$ cat src/rtl/wta_pkg.sv
package wta_pkg;

    // How the winner holding register is emptied at the end of a wave.
    typedef enum logic {
        CLR_ASYNC_HIGH = 1'b0,  // asynchronous clear, active-high pulse
        CLR_SYNC_LOW   = 1'b1   // synchronous clear, active-low level
    } clr_style_e;

    // Default column width.
    localparam int unsigned WTA_DEFAULT_Q = 8;

endpackage

$ cat src/rtl/wta_wave_pulse.sv
// Turns a rising edge of the gamma clock level into a registered
// one-cycle clear pulse in the unit clock domain.
module wta_wave_pulse (
    input  logic clk,
    input  logic rst,
    input  logic gamma_clk,
    output logic wave_clr
);
    logic gamma_q;

    always_ff @(posedge clk) begin
        if (rst) begin
            gamma_q  <= 1'b0;
            wave_clr <= 1'b0;
        end else begin
            gamma_q  <= gamma_clk;
            wave_clr <= gamma_clk & ~gamma_q;
        end
    end
endmodule

$ cat src/rtl/wta_first_pick.sv
// Fixed-priority picker: the lowest-numbered active request wins.
module wta_first_pick #(
    parameter int unsigned N = 8
) (
    input  logic [N-1:0] req,
    output logic [N-1:0] grant
);
    // seen[i] is high when any request below index i is active.
    logic [N:0] seen;

    assign seen[0] = 1'b0;

    for (genvar i = 0; i < N; i++) begin : g_chain
        assign grant[i]  = req[i] & ~seen[i];
        assign seen[i+1] = seen[i] | req[i];
    end
endmodule

$ cat src/rtl/wta_hold_reg.sv
// Sticky register that turns granted pulses into levels, emptied by the
// wave clear. The clear style is chosen by parameter.
module wta_hold_reg
    import wta_pkg::*;
#(
    parameter int unsigned W     = 8,
    parameter clr_style_e  STYLE = CLR_ASYNC_HIGH
) (
    input  logic         clk,
    input  logic         rst,
    input  logic         clr,
    input  logic [W-1:0] set,
    output logic [W-1:0] q
);
    if (STYLE == CLR_ASYNC_HIGH) begin : g_async
        always_ff @(posedge clk or posedge clr) begin
            if (clr)
                q <= '0;
            else if (rst)
                q <= '0;
            else
                q <= q | set;
        end
    end else begin : g_sync
        logic clr_n;

        assign clr_n = ~clr;

        always_ff @(posedge clk) begin
            if (!clr_n || rst)
                q <= '0;
            else
                q <= q | set;
        end
    end
endmodule

$ cat src/rtl/wta_first_spike.sv
// Column-level first-spike winner-take-all inhibitor.
module wta_first_spike
    import wta_pkg::*;
#(
    parameter int unsigned Q         = WTA_DEFAULT_Q,
    parameter clr_style_e  CLR_STYLE = CLR_ASYNC_HIGH
) (
    input  logic         clk,
    input  logic         rst,
    input  logic         gamma_clk,
    input  logic [Q-1:0] spike_in,
    output logic [Q-1:0] spike_out,
    output logic [Q-1:0] winner_onehot,
    output logic         winner_valid
);
    logic         wave_clr;
    logic [Q-1:0] grant;
    logic [Q-1:0] set_vec;
    logic [Q-1:0] won_q;
    logic         locked;

    wta_wave_pulse u_pulse (
        .clk      (clk),
        .rst      (rst),
        .gamma_clk(gamma_clk),
        .wave_clr (wave_clr)
    );

    wta_first_pick #(.N(Q)) u_pick (
        .req  (spike_in),
        .grant(grant)
    );

    assign locked  = |won_q;
    assign set_vec = locked ? '0 : grant;

    wta_hold_reg #(.W(Q), .STYLE(CLR_STYLE)) u_hold (
        .clk(clk),
        .rst(rst),
        .clr(wave_clr),
        .set(set_vec),
        .q  (won_q)
    );

    // The winning pulse passes straight through in its own cycle; the
    // held bit keeps it high for the rest of the wave.
    assign spike_out     = won_q | (wave_clr ? '0 : set_vec);
    assign winner_onehot = won_q;
    assign winner_valid  = locked;
endmodule

$ cat config.mk
export PLATFORM = sky130hd
export DESIGN_NAME = wta_first_spike
export DESIGN_NICKNAME = d
export VERILOG_FILES = /design/src/rtl/wta_pkg.sv /design/src/rtl/wta_wave_pulse.sv /design/src/rtl/wta_first_pick.sv /design/src/rtl/wta_hold_reg.sv /design/src/rtl/wta_first_spike.sv
export SDC_FILE = /design/constraint.sdc
export NUM_CORES = 1
export LEC_CHECK = 0
export ABC_AREA = 0
export ABC_CLOCK_PERIOD_IN_PS = 3600
export BUFFER_PORTS_ARGS = -buffer_cell sky130_fd_sc_hd__buf_2
export CORE_AREA = 2 2 39 41
export CTS_BUF_LIST = sky130_fd_sc_hd__clkbuf_16
export CTS_CLUSTER_SIZE = 10
export DETAILED_ROUTE_END_ITERATION = 16
export DIE_AREA = 0 0 41 43
export GPL_TIMING_DRIVEN = 0
export MAX_ROUTING_LAYER = met4
export PLACE_DENSITY = 0.7
export SLEW_MARGIN = 20
export SYNTH_ARGS = -nofsm -noshare
export SYNTH_HDL_FRONTEND = slang
export SYNTH_SLANG_ARGS = --single-unit
$ cat constraint.sdc
create_clock -name clk -period 3.6 [get_ports clk]
set_input_delay 0.18 -clock clk [delete_from_list [all_inputs] [get_ports clk]]
set_output_delay 0.18 -clock clk [all_outputs]
set_load 0.005 [all_outputs]
==> results of run 1 <==
cells in the mapped netlist:
library cell | count | area, sq um
a31oi_1 | 4 | 25.02
clkbuf_1 | 1 | 3.750
dfxtp_1 | 2 | 40.04
a31o_1 | 2 | 17.52
nand4bb_1 | 1 | 11.26
a41oi_1 | 1 | 8.760
nor2b_1 | 3 | 18.77
a41o_1 | 1 | 10.01
a21o_2 | 2 | 17.52
nor3_4 | 1 | 16.27
nor2_1 | 10 | 37.54
a31o_2 | 2 | 17.52
nor3_1 | 1 | 5.000
o21ai_1 | 1 | 5.000
or4_4 | 1 | 11.26
dfrtp_1 | 8 | 200.2
inv_1 | 4 | 15.01
or4_1 | 3 | 22.52
a21oi_1 | 3 | 15.01
nor4_1 | 1 | 6.260
worst max-delay path: cells and delay by family, from the launching register on:
family | cells | cell delay (ps)
AO/OA/AOI/OAI | 1 | 210
flip-flops | 1 | 390
AND/OR/NAND/NOR | 3 | 1310
buffers and inverters | 1 | 100
worst paths after layout:
| kind | endpoint | slack, ps | cells past startpoint |
|---|---|---|---|
| min in group clk | u_pulse.gamma_q | 200 | 2 |
| setup / recovery | spike_out[7] | 1160 | 5 |
| hold / removal | u_hold.q[2] | 190 | 1 |
| setup reg to reg | u_hold.q[3] | 1690 | 4 |
| max in group asynchronous | u_hold.q[0] | 3180 | 1 |
| hold reg to reg | u_hold.q[2] | 190 | 1 |
logic make-up after synthesis:
family                 Yosys count  share of synthesized area [%]
flip-flops                      10                          47.64
AND/OR/NAND/NOR                 21                          25.56
buffers and inverters            5                          3.720
AO/OA/AOI/OAI                   16                          23.08
registers in the layout, summed over array words and instances, names as in the netlist:
name / count
u_pulse.wave_clr: 1
u_hold.q: 8
u_pulse.gamma_q: 1
cell type report:
class                   instances  share of cell area [%]
multi-input cells              37                   33.45
flip-flops and latches         10                   32.76
repair buffers                 26                   17.75
clock buffers                   3                   10.24
well taps                      16                   2.730
inverters                       4                   2.048
clock inverters                 1                  0.5119
plain buffers                   1                  0.5119
power by group:
| part | switching (mW) | total [mW] | leakage [nW] | internal (mW) |
|---|---|---|---|---|
| Clock | 0.0481 | 0.193 | 0.0385 | 0.145 |
| Sequential | 0.00550 | 0.123 | 0.127 | 0.118 |
| Combinational | 0.0359 | 0.0654 | 0.239 | 0.0295 |
layer usage:
metal | vias to the layer above | GRT usage, % | routed length [microns]
li1 | 253 | - | -
met1 | 254 | 20.20 | 580
met2 | 18 | 24.38 | 638
met3 | 2 | 4.712 | 63
met4 | 0 | 12.00 | 15
met5 | - | - | 0
==> results.py, run 1 <==
metrics = {
    "outcome": {
        "outcome": "complete, no violations",
    },
    "sta": {
        "max_slew_margin_pct": 61.44,
        "tightest_slew_ps": 576.3,
        "period_share_pct": 67.70,
        "period_needed_ps": 2437,
        "finalSetupViolations": 0,
        "rsz0062_at_grt": "false",
        "final-max-slew-violation-count": 0,
        "max_freq_ghz": 0.4103,
        "hold_ws_ps": 193.9,
        "setup_tns_ps": 0,
        "hold_viol_final": 0,
        "layout_setup_ws_ps": 1163,
        "finalClockSkew_ps": 2.102,
    },
    "detailed_routing": {
        "drtPass1Iterations": 4,
        "via_per_inst": 5.378,
        "detail-route-antenna-nets": 0,
        "vias": 527,
        "drc": 0,
        "wl_per_cell_microns": 13.23,
        "drt_iter0_markers": 6,
        "drt_wl_total_mm": 1.297,
    },
    "critical_path": {
        "critPathArrivalTime_ps": 2260,
        "reg2reg_from": "u_hold.q[1]",
        "cp_cell_sequence": "or4_1 -> or4_4 -> nor3_4 -> a41o_1 -> buf_2",
        "cp.required_ps": 3420,
        "critPathCaptureType": "primary output",
        "crit_type": "reg2out",
        "start_kind": "flop",
        "slowest_delay_ps": 560,
        "cpMaxStageDelayCell": "or4_1",
        "critPathLaunch": "u_hold.q[1]",
        "cp_max_fo": 7,
    },
    "cells_and_area": {
        "final_common_cell": "buf_2",
        "nFillCells": 127,
        "nets": 94,
        "register_area_sq_um": 240.2,
        "syn2layout_area_growth_pct": 45.41,
        "final_cell_mix": "buf_2, nor2_1, dfrtp_1",
        "final_util_pct": 52.98,
        "fin_cells": 98,
        "multi_input_area_sq_um": 245.2,
        "n_antenna_cell": 0,
        "drive_gt1_share_pct": 42.68,
        "final_area_sq_um": 733.2,
    },
    "flow_run": {
        "drv_cap": 0,
    },
    "worst_hold_path": {
        "hold_class": "reg2async",
    },
    "synthesis": {
        "synth.avg_cell_area_sq_um": 9.697,
        "synth_fp_nets": 63,
        "ys_seq_elements": 10,
        "synth_cell_type_count": 20,
        "synth_warnings": 0,
        "synth_cells": 52,
        "syn_area_sq_um": 504.2,
        "ys_seq_area_share_pct": 47.64,
    },
    "global_route": {
        "grt_max_degree": 10,
        "grt_antenna_before_repair": 0,
        "grt_pass1_wl_mm": 1.918,
        "grt_overflow": 0,
        "grt_pass1_vias": 454,
        "grt.total_usage_pct": 17.22,
    },
    "power": {
        "vdd_drop_max_mv": 0.3086,
        "total_power_mw": 0.3818,
        "power.leakage_nw": 0.4042,
        "p_per_area_nw_per_um2": 520.7,
    },
    "placement": {
        "dp.final_hpwl_microns": 984,
        "portBuffers": 26,
        "dp.cells": 94,
        "place_congestion": 0.7341,
        "place_area_sq_um": 654.4,
        "dp_slack_ps": 1410,
    },
    "floorplanning": {
        "num_rows": 14,
        "dieWidth_microns": 41,
        "core_area_sq_um": 1384,
        "die_h_microns": 43,
        "die-area_sq_um": 1763,
        "start_util_pct": 36.44,
        "boundaryPins": 28,
    },
    "clock_network": {
        "clk_latency_ps": 230,
        "cts_tree": "yes",
        "cts_root_buffer": "clkbuf_16",
        "clockBufferDepth": 2,
        "htree_levels": 1,
        "postCtsSetupRepairBufs": 0,
        "cts_hold_buf": 0,
        "cts_buffers": 3,
        "clkTransAtPathRegs_ps": 40,
        "cts_resized": 0,
        "clock-sinks": 10,
    },
}
Note: power is estimated with default switching activity, not from simulation.
==> inputs of run 2 (changes only) <==
ABC_CLOCK_PERIOD_IN_PS = 2300   (was 3600)
clock period = 2.3 ns   (was 3.6 ns; I/O delays follow)
==> results.py, run 2 (same netlist as run 1, synthesis figures left out) <==
metrics = {
    "floorplanning": {
        "core_area_sq_um": 1384,
        "boundaryPins": 28,
        "start_util_pct": 36.44,
        "die_h_microns": 43,
        "dieWidth_microns": 41,
        "num_rows": 14,
        "die-area_sq_um": 1763,
    },
    "detailed_routing": {
        "drc": 0,
        "vias": 571,
        "wl_per_cell_microns": 14.12,
        "via_per_inst": 5.490,
        "drtPass1Iterations": 5,
        "drt_iter0_markers": 4,
        "wl_met1_microns": 608,
        "wl_met3_microns": 80,
        "detail-route-antenna-nets": 0,
        "routed.top_layer": "met4",
        "drt_wl_total_mm": 1.468,
        "wl_met2_microns": 755,
    },
    "critical_path": {
        "slowest_delay_ps": 550,
        "cp_max_fo": 5,
        "cp_cell_sequence": "or4_4 -> or4_4 -> nor3_4 -> buf_6 -> a31o_1 -> buf_2",
        "critPathArrivalTime_ps": 2180,
        "start_kind": "flop",
        "cp.required_ps": 2180,
        "crit_type": "reg2out",
        "critPathCaptureType": "primary output",
        "cpMaxStageDelayCell": "or4_4",
        "crit_top_cell": "or4_4",
    },
    "global_route": {
        "grt_max_degree": 10,
        "grt_antenna_before_repair": 0,
        "grt_pass1_wl_mm": 2.152,
        "grt.total_usage_pct": 19.73,
        "grt_overflow": 0,
        "grt_pass1_vias": 510,
    },
    "outcome": {
        "outcome": "complete, no violations",
    },
    "cells_and_area": {
        "largest_register_ffs": 8,
        "final_util_pct": 58.59,
        "final_common_cell": "buf_2",
        "drive_gt1_share_pct": 47.73,
        "final_cell_mix": "buf_2, nor2_1, dfrtp_1",
        "reg.largest.list": "u_hold.q: 8 flops, u_pulse.gamma_q: 1 flops, u_pulse.wave_clr: 1 flops",
        "nets": 100,
        "syn2layout_area_growth_pct": 60.79,
        "largest-register": "u_hold.q",
        "n_antenna_cell": 0,
        "final_area_sq_um": 810.8,
    },
    "sta": {
        "max_slew_margin_pct": 62.17,
        "max_freq_ghz": 0.4364,
        "finalClockSkew_ps": 2.730,
        "hold_viol_final": 0,
        "rsz0062_at_grt": "true",
        "period_needed_ps": 2292,
        "final-max-slew-violation-count": 0,
        "finalSetupViolations": 0,
        "period_share_pct": 99.63,
        "tightest_slew_ps": 565.3,
    },
    "power": {
        "combinationalPowerShare_pct": 21.7,
        "switching_share_pct": 23.61,
        "clock_power_share_pct": 47.9,
        "pwr-share-seq_pct": 30.4,
        "internal_power_mw": 0.4825,
        "p_per_area_nw_per_um2": 779.0,
        "power.leakage_nw": 0.4428,
        "total_power_mw": 0.6316,
        "vdd_drop_max_mv": 0.4898,
        "p_sw_mw": 0.1491,
    },
    "clock_network": {
        "cts_root_buffer": "clkbuf_16",
        "cts_buffers": 3,
        "cts_tree": "yes",
        "clkTransAtPathRegs_ps": 40,
        "clock-sinks": 10,
        "clk_latency_ps": 230,
        "htree_levels": 1,
        "cts_hold_buf": 0,
        "clockBufferDepth": 2,
    },
    "placement": {
        "place_area_sq_um": 654.4,
        "portBuffers": 26,
        "dp.final_hpwl_microns": 984,
        "place_congestion": 0.7341,
    },
    "worst_hold_path": {
        "hold_class": "in2reg",
    },
    "flow_run": {
        "drv_cap": 0,
    },
}
-- run 2: critical path: cells and delay by family (launching register included) --
family	cells	cell delay (ps)
flip-flops	1	380
AND/OR/NAND/NOR	3	1170
buffers and inverters	2	250
AO/OA/AOI/OAI	1	140
-- run 2: power by group through the flow --
stage                     Sequential (mW)  Combinational (mW)  Clock [mW]
final                               0.192               0.137       0.302
after global routing                0.193               0.149       0.319
after CTS                           0.191               0.129       0.305
after detailed placement            0.195               0.102           0
after global placement              0.194               0.101           0
after floorplan                     0.194              0.0584           0
-- run 2: through the flow --
step	TNS (ps)	instances	hold slack, ps	setup slack, ps
floorplan	0	52	159.0	397.7
global placement	0	94	198.7	174.4
detailed placement	0	94	201.3	175.5
CTS	0	103	132.6	1.175
global route	-99.12	104	174.0	-40.10
finish	0	104	133.3	8.407
-- run 2: what timing repair did --
item	4_1_cts	5_1_grt
endpoints found under the setup margin	7	7
pin swaps	1	3
setup buffers	5	1
cloned	0	0
gates resized for setup	3	3
-- run 2: routing by layer --
metal	up-vias	GRT usage (%)
met4	0	20.00
li1	266	-
met1	275	22.56
met5	-	-
met2	26	25.00
met3	4	6.283
-- run 2: final timing paths --
path	depth (start not counted)	slack, ps	start	to
max in group asynchronous	1	1880	u_pulse.wave_clr	u_hold.q[0]
hold reg to reg	1	190	u_pulse.wave_clr	u_hold.q[2]
setup reg to reg	5	400	u_hold.q[1]	u_hold.q[2]
min in group asynchronous	1	190	u_pulse.wave_clr	u_hold.q[2]
setup / recovery	6	8	u_hold.q[1]	spike_out[2]
hold / removal	2	130	gamma_clk	u_pulse.gamma_q
-- run 2: area by class of cell --
type / instances / area (sq um)
Buffer: 1 / 3.754
Sequential cell: 10 / 240.2
Inverter: 4 / 15.01
Multi-Input combinational cell: 37 / 257.7
Fill cell: 124 / 573.1
Timing Repair Buffer: 32 / 195.2
Tap cell: 16 / 20.02
Clock inverter: 1 / 3.754
Clock buffer: 3 / 75.07
